$ cat config.mk
export PLATFORM = sky130hd
export DESIGN_NAME = brinc_unit
export DESIGN_NICKNAME = d
export VERILOG_FILES = /design/src/rtl/brinc_pkg.sv /design/src/rtl/brinc_operand_prep.sv /design/src/rtl/brinc_rev_carry.sv /design/src/rtl/brinc_merge.sv /design/src/rtl/brinc_unit.sv
export SDC_FILE = /design/constraint.sdc
export NUM_CORES = 1
export LEC_CHECK = 0
export BUFFER_PORTS_ARGS = -buffer_cell sky130_fd_sc_hd__clkbuf_2
export CELL_PAD_IN_SITES_DETAIL_PLACEMENT = 0
export CELL_PAD_IN_SITES_GLOBAL_PLACEMENT = 2
export CORE_MARGIN = 2
export CORE_UTILIZATION = 28
export CTS_CLUSTER_SIZE = 14
export DETAILED_ROUTE_END_ITERATION = 8
export PLACE_DENSITY = 0.84
export SLEW_MARGIN = 25
export SYNTH_ARGS = -nofsm -noshare
export SYNTH_HDL_FRONTEND = slang
export SYNTH_HIERARCHICAL = 1
export SYNTH_SLANG_ARGS = --single-unit
$ cat constraint.sdc
create_clock -name clk -period 7.1 [get_ports clk]
set_input_delay 0.355 -clock clk [delete_from_list [all_inputs] [get_ports clk]]
set_output_delay 0.355 -clock clk [all_outputs]
set_load 0.02 [all_outputs]
$ cat src/rtl/brinc_pkg.sv
package brinc_pkg;

    // Output control machine: nothing yet, new result, held result
    typedef enum logic [1:0] {
        ST_IDLE  = 2'd0,
        ST_FRESH = 2'd1,
        ST_STALE = 2'd2
    } brinc_state_e;

endpackage

$ cat src/rtl/brinc_operand_prep.sv
module brinc_operand_prep #(
    parameter int DATA_W  = 32,
    parameter int FIELD_W = 16
) (
    input  logic [DATA_W-1:0]  addr_i,
    input  logic [DATA_W-1:0]  mask_i,
    output logic [FIELD_W-1:0] sat_o,
    output logic [FIELD_W-1:0] enable_o,
    output logic [DATA_W-FIELD_W-1:0] upper_o
);
    logic [FIELD_W-1:0] addr_fld;

    always_comb begin
        addr_fld = addr_i[FIELD_W-1:0];
        enable_o = mask_i[FIELD_W-1:0];
        // disabled positions look full so the carry passes them
        sat_o    = addr_fld | ~enable_o;
        upper_o  = addr_i[DATA_W-1:FIELD_W];
    end
endmodule

$ cat src/rtl/brinc_rev_carry.sv
module brinc_rev_carry #(
    parameter int FIELD_W = 16
) (
    input  logic [FIELD_W-1:0] sat_i,
    output logic [FIELD_W-1:0] sum_o
);
    logic [FIELD_W-1:0] carry;

    // Carry enters at the top of the field and runs toward bit 0
    assign carry[FIELD_W-1] = 1'b1;

    genvar gi;
    generate
        for (gi = FIELD_W - 2; gi >= 0; gi--) begin : g_chain
            assign carry[gi] = carry[gi+1] & sat_i[gi+1];
        end
        for (gi = 0; gi < FIELD_W; gi++) begin : g_sum
            assign sum_o[gi] = sat_i[gi] ^ carry[gi];
        end
    endgenerate

    // a field that is all ones wraps fully to zero
    always_comb begin
        if (&sat_i) begin
            p_wrap_zero_r5: assert (sum_o == '0)
                else $error("R5 wrap did not clear the field");
        end
    end
endmodule

$ cat src/rtl/brinc_merge.sv
module brinc_merge #(
    parameter int DATA_W  = 32,
    parameter int FIELD_W = 16
) (
    input  logic [FIELD_W-1:0]        sum_i,
    input  logic [FIELD_W-1:0]        enable_i,
    input  logic [DATA_W-FIELD_W-1:0] upper_i,
    output logic [DATA_W-1:0]         next_o
);
    always_comb begin
        next_o = {upper_i, sum_i & enable_i};
    end
endmodule

$ cat src/rtl/brinc_unit.sv
module brinc_unit
    import brinc_pkg::*;
#(
    parameter int DATA_W  = 32,
    parameter int FIELD_W = 16
) (
    input  logic              clk,
    input  logic              rst,
    input  logic              in_valid,
    input  logic [DATA_W-1:0] in_addr,
    input  logic [DATA_W-1:0] in_mask,
    output logic              out_valid,
    output logic [DATA_W-1:0] out_result
);
    localparam int UPPER_W = DATA_W - FIELD_W;

    logic [FIELD_W-1:0] sat;
    logic [FIELD_W-1:0] enable;
    logic [UPPER_W-1:0] upper;
    logic [FIELD_W-1:0] sum;
    logic [DATA_W-1:0]  next_addr;
    logic [DATA_W-1:0]  result_q;

    brinc_state_e state_q, state_d;

    brinc_operand_prep #(.DATA_W(DATA_W), .FIELD_W(FIELD_W)) u_prep (
        .addr_i   (in_addr),
        .mask_i   (in_mask),
        .sat_o    (sat),
        .enable_o (enable),
        .upper_o  (upper)
    );

    brinc_rev_carry #(.FIELD_W(FIELD_W)) u_carry (
        .sat_i (sat),
        .sum_o (sum)
    );

    brinc_merge #(.DATA_W(DATA_W), .FIELD_W(FIELD_W)) u_merge (
        .sum_i    (sum),
        .enable_i (enable),
        .upper_i  (upper),
        .next_o   (next_addr)
    );

    // next-state logic
    always_comb begin
        state_d = state_q;
        unique case (state_q)
            ST_IDLE:  state_d = in_valid ? ST_FRESH : ST_IDLE;
            ST_FRESH: state_d = in_valid ? ST_FRESH : ST_STALE;
            ST_STALE: state_d = in_valid ? ST_FRESH : ST_STALE;
            default:  state_d = ST_IDLE;
        endcase
    end

    // state register
    always_ff @(posedge clk) begin
        if (rst) state_q <= ST_IDLE;
        else     state_q <= state_d;
    end

    // result register
    always_ff @(posedge clk) begin
        if (rst)           result_q <= '0;
        else if (in_valid) result_q <= next_addr;
    end

    // outputs
    always_comb begin
        out_valid  = (state_q == ST_FRESH);
        out_result = result_q;
    end

    p_upper_keep_r2: assert property (@(posedge clk) disable iff (rst)
        in_valid |=> out_result[DATA_W-1:FIELD_W] == $past(in_addr[DATA_W-1:FIELD_W]));

    p_masked_zero_r3: assert property (@(posedge clk) disable iff (rst)
        in_valid |=> (out_result[FIELD_W-1:0] & ~$past(in_mask[FIELD_W-1:0])) == '0);

    p_valid_pulse_r6: assert property (@(posedge clk) disable iff (rst)
        in_valid |=> out_valid);

    p_valid_quiet_r6: assert property (@(posedge clk) disable iff (rst)
        !in_valid |=> !out_valid);

    p_result_hold_r7: assert property (@(posedge clk) disable iff (rst)
        !in_valid |=> $stable(out_result));

endmodule

**Word-level counts from Yosys, hierarchy flattened**

Index checks and enable logic that the tools add are counted.

- Bits in registers: 34
- Logic and storage cells: 42

- Equality and inequality tests: 2
- Multiplexer cells: 3
- Bitwise logic cells: 33
- Reductions and logical operators: 2

Operators with widths:

| operator | count |
|---|---|
| $and 16x16->16 | 1 |
| $not 16->16 | 1 |
| $or 16x16->16 | 1 |
| $xor 1x1->1 | 15 |
| $and 1x1->1 | 14 |
| $pmux 2 s2 | 1 |
| $eq 2x1->1 const B | 1 |
| $eq 2x2->1 const B | 1 |
| $logic_not 2->1 | 1 |
| $mux 2 | 1 |
| $reduce_or 2->1 | 1 |
| $mux 1 | 1 |
| $not 1->1 | 1 |

**Logic depth before layout (Yosys ltp)**

Gate-level depths: netlist (run 1).

- Depth after elaboration: 18
- Depth in mapped cells: 19
- Depth with buffers taken out: 19

**Modules after synthesis**

The synthesis (run 1) kept the hierarchy.

Modules (own cells, without submodules):

| module | instances | cells an instance | area an instance (sq um) |
|---|---|---|---|
| brinc_unit | 1 | 114 | 1275.0 |
| brinc_operand_prep | 1 | 48 | 340.3 |
| brinc_merge | 1 | 32 | 220.2 |
| brinc_rev_carry | 1 | 16 | 187.7 |

**Worst setup path before layout (run 1)**

OpenSTA, ideal clock, no wires.

- Kind: input to register
- Start point: in in_addr[15]
- End point: reg result_q[0] (netlist: out_result[0])
- Arrival time: 3352 ps
- Setup slack: 3631 ps
- Stages on the path: 19
- Buffers on the path: 0
- Cell sequence: nand2b_1 -> ha_1 -> ha_1 -> ha_1 -> ha_1 -> ha_1 -> ha_1 -> ha_1 -> ha_1 -> ha_1 -> ha_1 -> ha_1 -> ha_1 -> ha_1 -> ha_1 -> xor2_1 -> and2_1 -> mux2i_1 -> nor2_1

- Longest elaborated chain between the ends: 17

Ends and longest elaborated chain:

| item | line | text |
|---|---|---|
| start, declared | brinc_unit.sv:10 | `input logic [DATA_W-1:0] in_addr,` |
| $or 16x16->16 | brinc_operand_prep.sv:17 | `sat_o = addr_fld \| ~enable_o;` |
| $and 1x1->1 (14 in a row) | brinc_rev_carry.sv:15 | `assign carry[gi] = carry[gi+1] & sat_i[gi+1];` |
| $xor 1x1->1 | brinc_rev_carry.sv:18 | `assign sum_o[gi] = sat_i[gi] ^ carry[gi];` |
| named net sum[0] | brinc_unit.sv:20 | `logic [FIELD_W-1:0] sum;` |
| $and 16x16->16 | brinc_merge.sv:11 | `next_o = {upper_i, sum_i & enable_i};` |
| named net next_addr[0] | brinc_unit.sv:21 | `logic [DATA_W-1:0] next_addr;` |
| end signal, assigned | brinc_unit.sv:66 | `else if (in_valid) result_q <= next_addr;` |
| end, declared | brinc_unit.sv:22 | `logic [DATA_W-1:0] result_q;` |

The timed path passes the listed nets, and every way through them passes these cells.
A chain may end at the register's enable or synchronous reset.

**Final worst setup path (run 1)**

- Start point: in in_addr[15]
- End point: reg result_q[0] (netlist: out_result[0])

- Longest elaborated chain between the ends: 17

Ends and longest elaborated chain:

| item | line | text |
|---|---|---|
| $or 16x16->16 | brinc_operand_prep.sv:17 |  |
| named net sat[15] | brinc_unit.sv:17 | `logic [FIELD_W-1:0] sat;` |
| $and 1x1->1 (14 in a row) | brinc_rev_carry.sv:15 |  |
| $xor 1x1->1 | brinc_rev_carry.sv:18 |  |
| named net sum[0] | brinc_unit.sv:20 |  |
| $and 16x16->16 | brinc_merge.sv:11 |  |
| named net next_addr[0] | brinc_unit.sv:21 |  |

The timed path passes the listed nets, and every way through them passes these cells.

==> results of run 1 <==
## cells by family (layout without fill, tap and decap cells)
| group | count (synthesis) | in the layout | synth area share, % |
|---|---|---|---|
| buffers and inverters | 59 | 94 | 22.76 |
| muxes | 32 | 32 | 15.83 |
| adders and majority gates | 17 | 17 | 10.51 |
| xor gates and xnor gates | 1 | 1 | 0.4330 |
| DFF | 34 | 34 | 33.64 |
| and+or+nand+nor | 67 | 67 | 16.82 |
## metrics by stage
| step | instances | worst slack [ns] |
|---|---|---|
| floorplan | 210 | 3.631 |
| global placement | 333 | 3.271 |
| detailed placement | 333 | 3.265 |
| CTS | 341 | 3.575 |
| global route | 341 | 3.427 |
| finish | 341 | 3.602 |
## synthesized netlist by cell type
cell	number
buf_4	48
dfxtp_1	34
nor2_1	33
mux2i_1	32
ha_1	17
and2_1	16
nand2b_1	16
buf_12	3
inv_1	3
buf_2	2
clkbuf_1	2
buf_6	1
nor3b_1	1
nor4b_1	1
xor2_1	1
## final cells by class
class                   instances  area, sq um  share of cell area [%]
flip-flops and latches         34        680.7                   30.89
well taps                      96        120.1                   5.451
clock inverters                 1        5.005                  0.2271
clock buffers                   7        86.33                   3.918
multi-input cells             117        882.1                   40.03
inverters                       3        11.26                  0.5111
repair buffers                 83        417.9                   18.97
## layer usage
metal | routed length (microns) | track usage, %
met1 | 1550 | 10.63
met2 | 1471 | 14.18
met3 | 298 | 3.509
met4 | 46 | 3.256
met5 | 0 | 0
## worst paths after layout
kind,slack [ns],cells after the start,end,start
setup / recovery,3.60,20,out_result[0]$_SDFFE_PP0P_,in_addr[15]
hold / removal,0.30,3,out_result[27]$_SDFFE_PP0P_,in_addr[27]
setup reg to reg,6.05,4,state_q[0]$_SDFF_PP0_,state_q[0]$_SDFF_PP0_
hold reg to reg,0.49,2,out_result[0]$_SDFFE_PP0P_,out_result[0]$_SDFFE_PP0P_
## critical path, stage by stage
cell and delay [ns]:
clkbuf_2 0.08, nand2b_1 0.15, ha_1 0.19, ha_1 0.19, ha_1 0.18, ha_1 0.18, ha_1 0.19, ha_1 0.19
ha_1 0.18, ha_1 0.18, ha_1 0.19, ha_1 0.18, ha_1 0.18, ha_1 0.18, ha_1 0.19, ha_1 0.19
xor2_1 0.15, and2_1 0.15, mux2i_1 0.13, nor2_1 0.05
## registers in the layout (all words and copies together) (netlist names)
name,cells
out_result,32
state_q,2
## power breakdown
| part | internal [mW] | total, mW | leakage, nW | switching (mW) |
|---|---|---|---|---|
| clock | 0.0783 | 0.148 | 0.0482 | 0.0696 |
| combinational | 0.0374 | 0.0791 | 0.829 | 0.0417 |
| sequential | 0.202 | 0.207 | 0.280 | 0.00530 |
==> impl_metrics.ini, run 1 <==
[yosys]
avgSynthCellArea_sq_um = 9.634
ys_types = 15
yosysWarnings = 6
yosysTopAreaCell = dfxtp_1
synth_nets = 294
synth_top_area_share_pct = 33.64
synthCells = 210
synthTopCellsByArea = dfxtp_1 (34%), buf_4 (18%), mux2i_1 (16%)
synth-seq-cells = 34
synth_area_sq_um = 2023
ys_seq_area_share_pct = 33.64

[floorplan]
core_area_sq_um = 6907
io_pins = 100
rows = 30
dieArea_sq_um = 7922
die_y_microns = 89.01
die_x_microns = 89.01
start_util_pct = 29.29

[run_status]
status = finished, final reports clean

[finish]
nets = 328
n_antenna_cell = 0
n_fill_cell = 772
mostFrequentLayoutCells = clkbuf_2 (82), dfxtp_1 (34), nor2_1 (33)
syn_to_final_growth_pct = 8.905
design_area_sq_um = 2203
final_layout_size_suffix_gt1_share_pct = 36.73
mostFrequentLayoutCell = clkbuf_2
utilization_pct = 31.90

[critical_path]
cp_max_fo = 2
start_kind = primary input
endpoint_kind = register
path_class = in2reg
crit_required_ns = 7.25
cp.arrival_ns = 3.65

[cts]
cts_root_buffer = clkbuf_8
clk_latency_ns = 0.28
clk_path_buf_depth = 2
clock-sinks = 34
post_cts_resized = 0
cts-buffers-inserted = 5
path_clk_slew_ns = 0.07
cts_hold_buf = 0
postCtsSetupBuffers = 0
cts_tree = built
cts_max_level = 2

[global_routing]
antenna_found_initial = 0
grt-ovfl-total = 0
grt_pass1_vias = 1205
grt_pass1_wl_mm = 5.402
grt_max_degree = 35
grt_usage_pct = 8.804

[route]
first_iter_violations = 22
drt_first_pass_iters = 4
num_vias = 1341
route.detailed.drc = 0
wl_mm = 3.366
post_drt_wl_per_cell_microns = 9.871
ant_nets = 0
drt-vias-per-instance = 3.933

[flow_run]
maxCapViolations = 0

[pwr]
power_leakage_nw = 1.157
powerDensity_nw_per_um2 = 197.0
peakVddDrop_v = 0.00006050
power.total_uw = 434.0

[hold_path]
hp-class = in2reg

[timing]
layout_worst_path_cycle_share_pct = 49.26
maxSlewViolCount = 0
setup_viol = 0
timing.hold.ws_ns = 0.3044
layout_min_cycle_time_ns = 3.498
fin_setup_tns_ns = 0
skew_ns = 0.00005515
finalHoldViolations = 0
relSlewSlack_pct = 51.85
max_freq_mhz = 285.9
rsz0062_at_grt = false
worst_slew_pin_slew_ns = 0.7222

[place]
io_buffers = 83
hpwlAfterDp_mm = 2.489
routabilityCongestion = 0.5761
placed_area_sq_um = 2112
Power figures use the tool's default switching activity.
==> run 2: changes to the inputs <==
- CORE_UTILIZATION: 28 -> 26
- PLACE_DENSITY: 0.84 -> 0.79
- clock period: 7.1 -> 3.4 ns (I/O delays scaled with it)
==> run 2 against run 1 <==
Compared with the run above: critical path depth unchanged; critical endpoint unchanged; highest routed layer unchanged; count of clock-buffer cells in the layout decreased by 2; non-clock buffer count unchanged; critical path type unchanged.
==> impl_metrics.ini, run 2 (synthesis gave the netlist of run 1 again) <==
[critical_path]
crit_path_frequent_cell = ha_1
rr_worst_depth = 4
crit_required_ns = 3.54
reg2reg_from = state_q[0]$_SDFF_PP0_
cp_max_fo = 1
endpoint_kind = register
slowest_stage = ha_1
start_kind = primary input
path_cells = clkbuf_2 > nand2b_1 > ha_1 > ha_1 > ha_1 > ha_1 > ha_1 > ha_1 > ha_2 > ha_2 > ha_1 > ha_1 > ha_2 > ha_2 > ha_1 > ha_2 > xor2_1 > and2_1 > mux2i_1 > nor2_1
cp.arrival_ns = 3.35
regToRegEndpoint = state_q[0]$_SDFF_PP0_
max_stage_delay_ns = 0.20
path_class = in2reg
reg2reg_setup_slack_ns = 2.34

[finish]
syn_to_final_growth_pct = 9.276
mostFrequentLayoutCells = clkbuf_2 (82), dfxtp_1 (34), nor2_1 (33)
final_layout_size_suffix_gt1_share_pct = 38.93
n_fill_cell = 839
n_antenna_cell = 0
largest_register_ffs = 32
regArea_sq_um = 680.7
multiInputGateArea_sq_um = 894.6
fin_cells = 346
nets = 328
design_area_sq_um = 2211
mostFrequentLayoutCell = clkbuf_2

[flow_run]
maxCapViolations = 0

[hold_path]
hp-class = in2reg
min-delay-start = in_addr[27]
worstHoldEndpoint = out_result[27]$_SDFFE_PP0P_
hold_depth = 3

[route]
first_iter_violations = 33
ant_nets = 0
post_drt_wl_per_cell_microns = 9.578
drt_first_pass_iters = 4
num_vias = 1306
drt-vias-per-instance = 3.775
route.detailed.drc = 0
wl_mm = 3.314

[cts]
clk_path_buf_depth = 2
cts_tree = built
path_clk_slew_ns = 0.07
clock-sinks = 34
cts_max_level = 2
cts_root_buffer = clkbuf_8
postCtsSetupBuffers = 0
clk_latency_ns = 0.28
cts-buffers-inserted = 5

[timing]
layout_worst_path_cycle_share_pct = 94.42
timing.hold.ws_ns = 0.1213
rsz0062_at_grt = false
relSlewSlack_pct = 51.76
maxSlewViolCount = 0
max_freq_mhz = 311.5
finalHoldViolations = 0
layout_min_cycle_time_ns = 3.210
fin_setup_tns_ns = 0
worst_slack_ns = 0.1896
skew_ns = 0.00006820
worst_slew_pin_slew_ns = 0.7236
setup_viol = 0

[floorplan]
rows = 32
die_x_microns = 92.21
die_y_microns = 92.21
core_area_sq_um = 7647
start_util_pct = 26.46
dieArea_sq_um = 8503
io_pins = 100

[pwr]
powerDensity_nw_per_um2 = 397.3
peakVddDrop_v = 0.0001380
power_leakage_nw = 1.144

[global_routing]
grt_pass1_vias = 1242
grt_usage_pct = 8.089
antenna_found_initial = 0
grt_pass1_wl_mm = 5.492
grt-ovfl-total = 0
grt_max_degree = 35

[place]
post-place-ws_ns = -0.2540
dp_cells = 339
placed_area_sq_um = 2120
hpwlAfterDp_mm = 2.438
io_buffers = 83
routabilityCongestion = 0.6514

[run_status]
status = finished, final reports clean
## run 2: stage by stage
step | total power [mW] | util (%)
finish | 0.8784 | 28.91
global route | 0.9397 | 28.91
CTS | 0.9076 | 28.75
detailed placement | 0.6110 | 27.72
global placement | 0.6078 | 27.68
floorplan | 0.5924 | -
## run 2: area by class of cell
cell class / instances / area share, %
flip-flops and latches: 34 / 30.79
well taps: 102 / 5.772
clock inverters: 2 / 0.4527
inverters: 3 / 0.5093
repair buffers: 83 / 18.90
multi-input cells: 117 / 40.46
clock buffers: 5 / 3.113
## run 2: worst max path at each step
stage | startpoint | to | cells past startpoint
finish | in_addr[14] | out_result[0]$_SDFFE_PP0P_ | 20
global route | in_addr[14] | out_result[0]$_SDFFE_PP0P_ | 20
floorplan | in_addr[15] | out_result[0]$_SDFFE_PP0P_ | 19
detailed placement | in_addr[14] | out_result[0]$_SDFFE_PP0P_ | 20
CTS | in_addr[14] | out_result[0]$_SDFFE_PP0P_ | 20
global placement | in_addr[15] | out_result[0]$_SDFFE_PP0P_ | 20
## run 2: layer usage
metal  vias up  wire length [microns]  share of wire [%]  track usage (%)
met1       553                   1556                 47            10.06
met4         0                     53                1.6            3.358
met5         -                      0                  0                0
li1        690                      -                  -                -
met3         8                    296                8.9            3.040
met2        55                   1407                 42            12.56
## run 2: timing repair
action | CTS | global route
hold buffers | 0 | 0
gates resized for setup | 0 | 5
setup endpoints to repair | 0 | 2
endpoints found under the hold margin | 0 | 0
## run 2: power breakdown
| part | switching, mW | internal (mW) | leakage (nW) |
|---|---|---|---|
| clock | 0.142 | 0.137 | 0.0438 |
| sequential | 0.0113 | 0.421 | 0.280 |
| combinational | 0.0874 | 0.0786 | 0.821 |
## run 2: critical path, delay by kind of cell
family	cells	cell delay, ns
muxes	1	0.13
xor gates and xnor gates	1	0.15
and+or+nand+nor	3	0.33
buffers and inverters	1	0.07
adders and majority gates	14	2.50
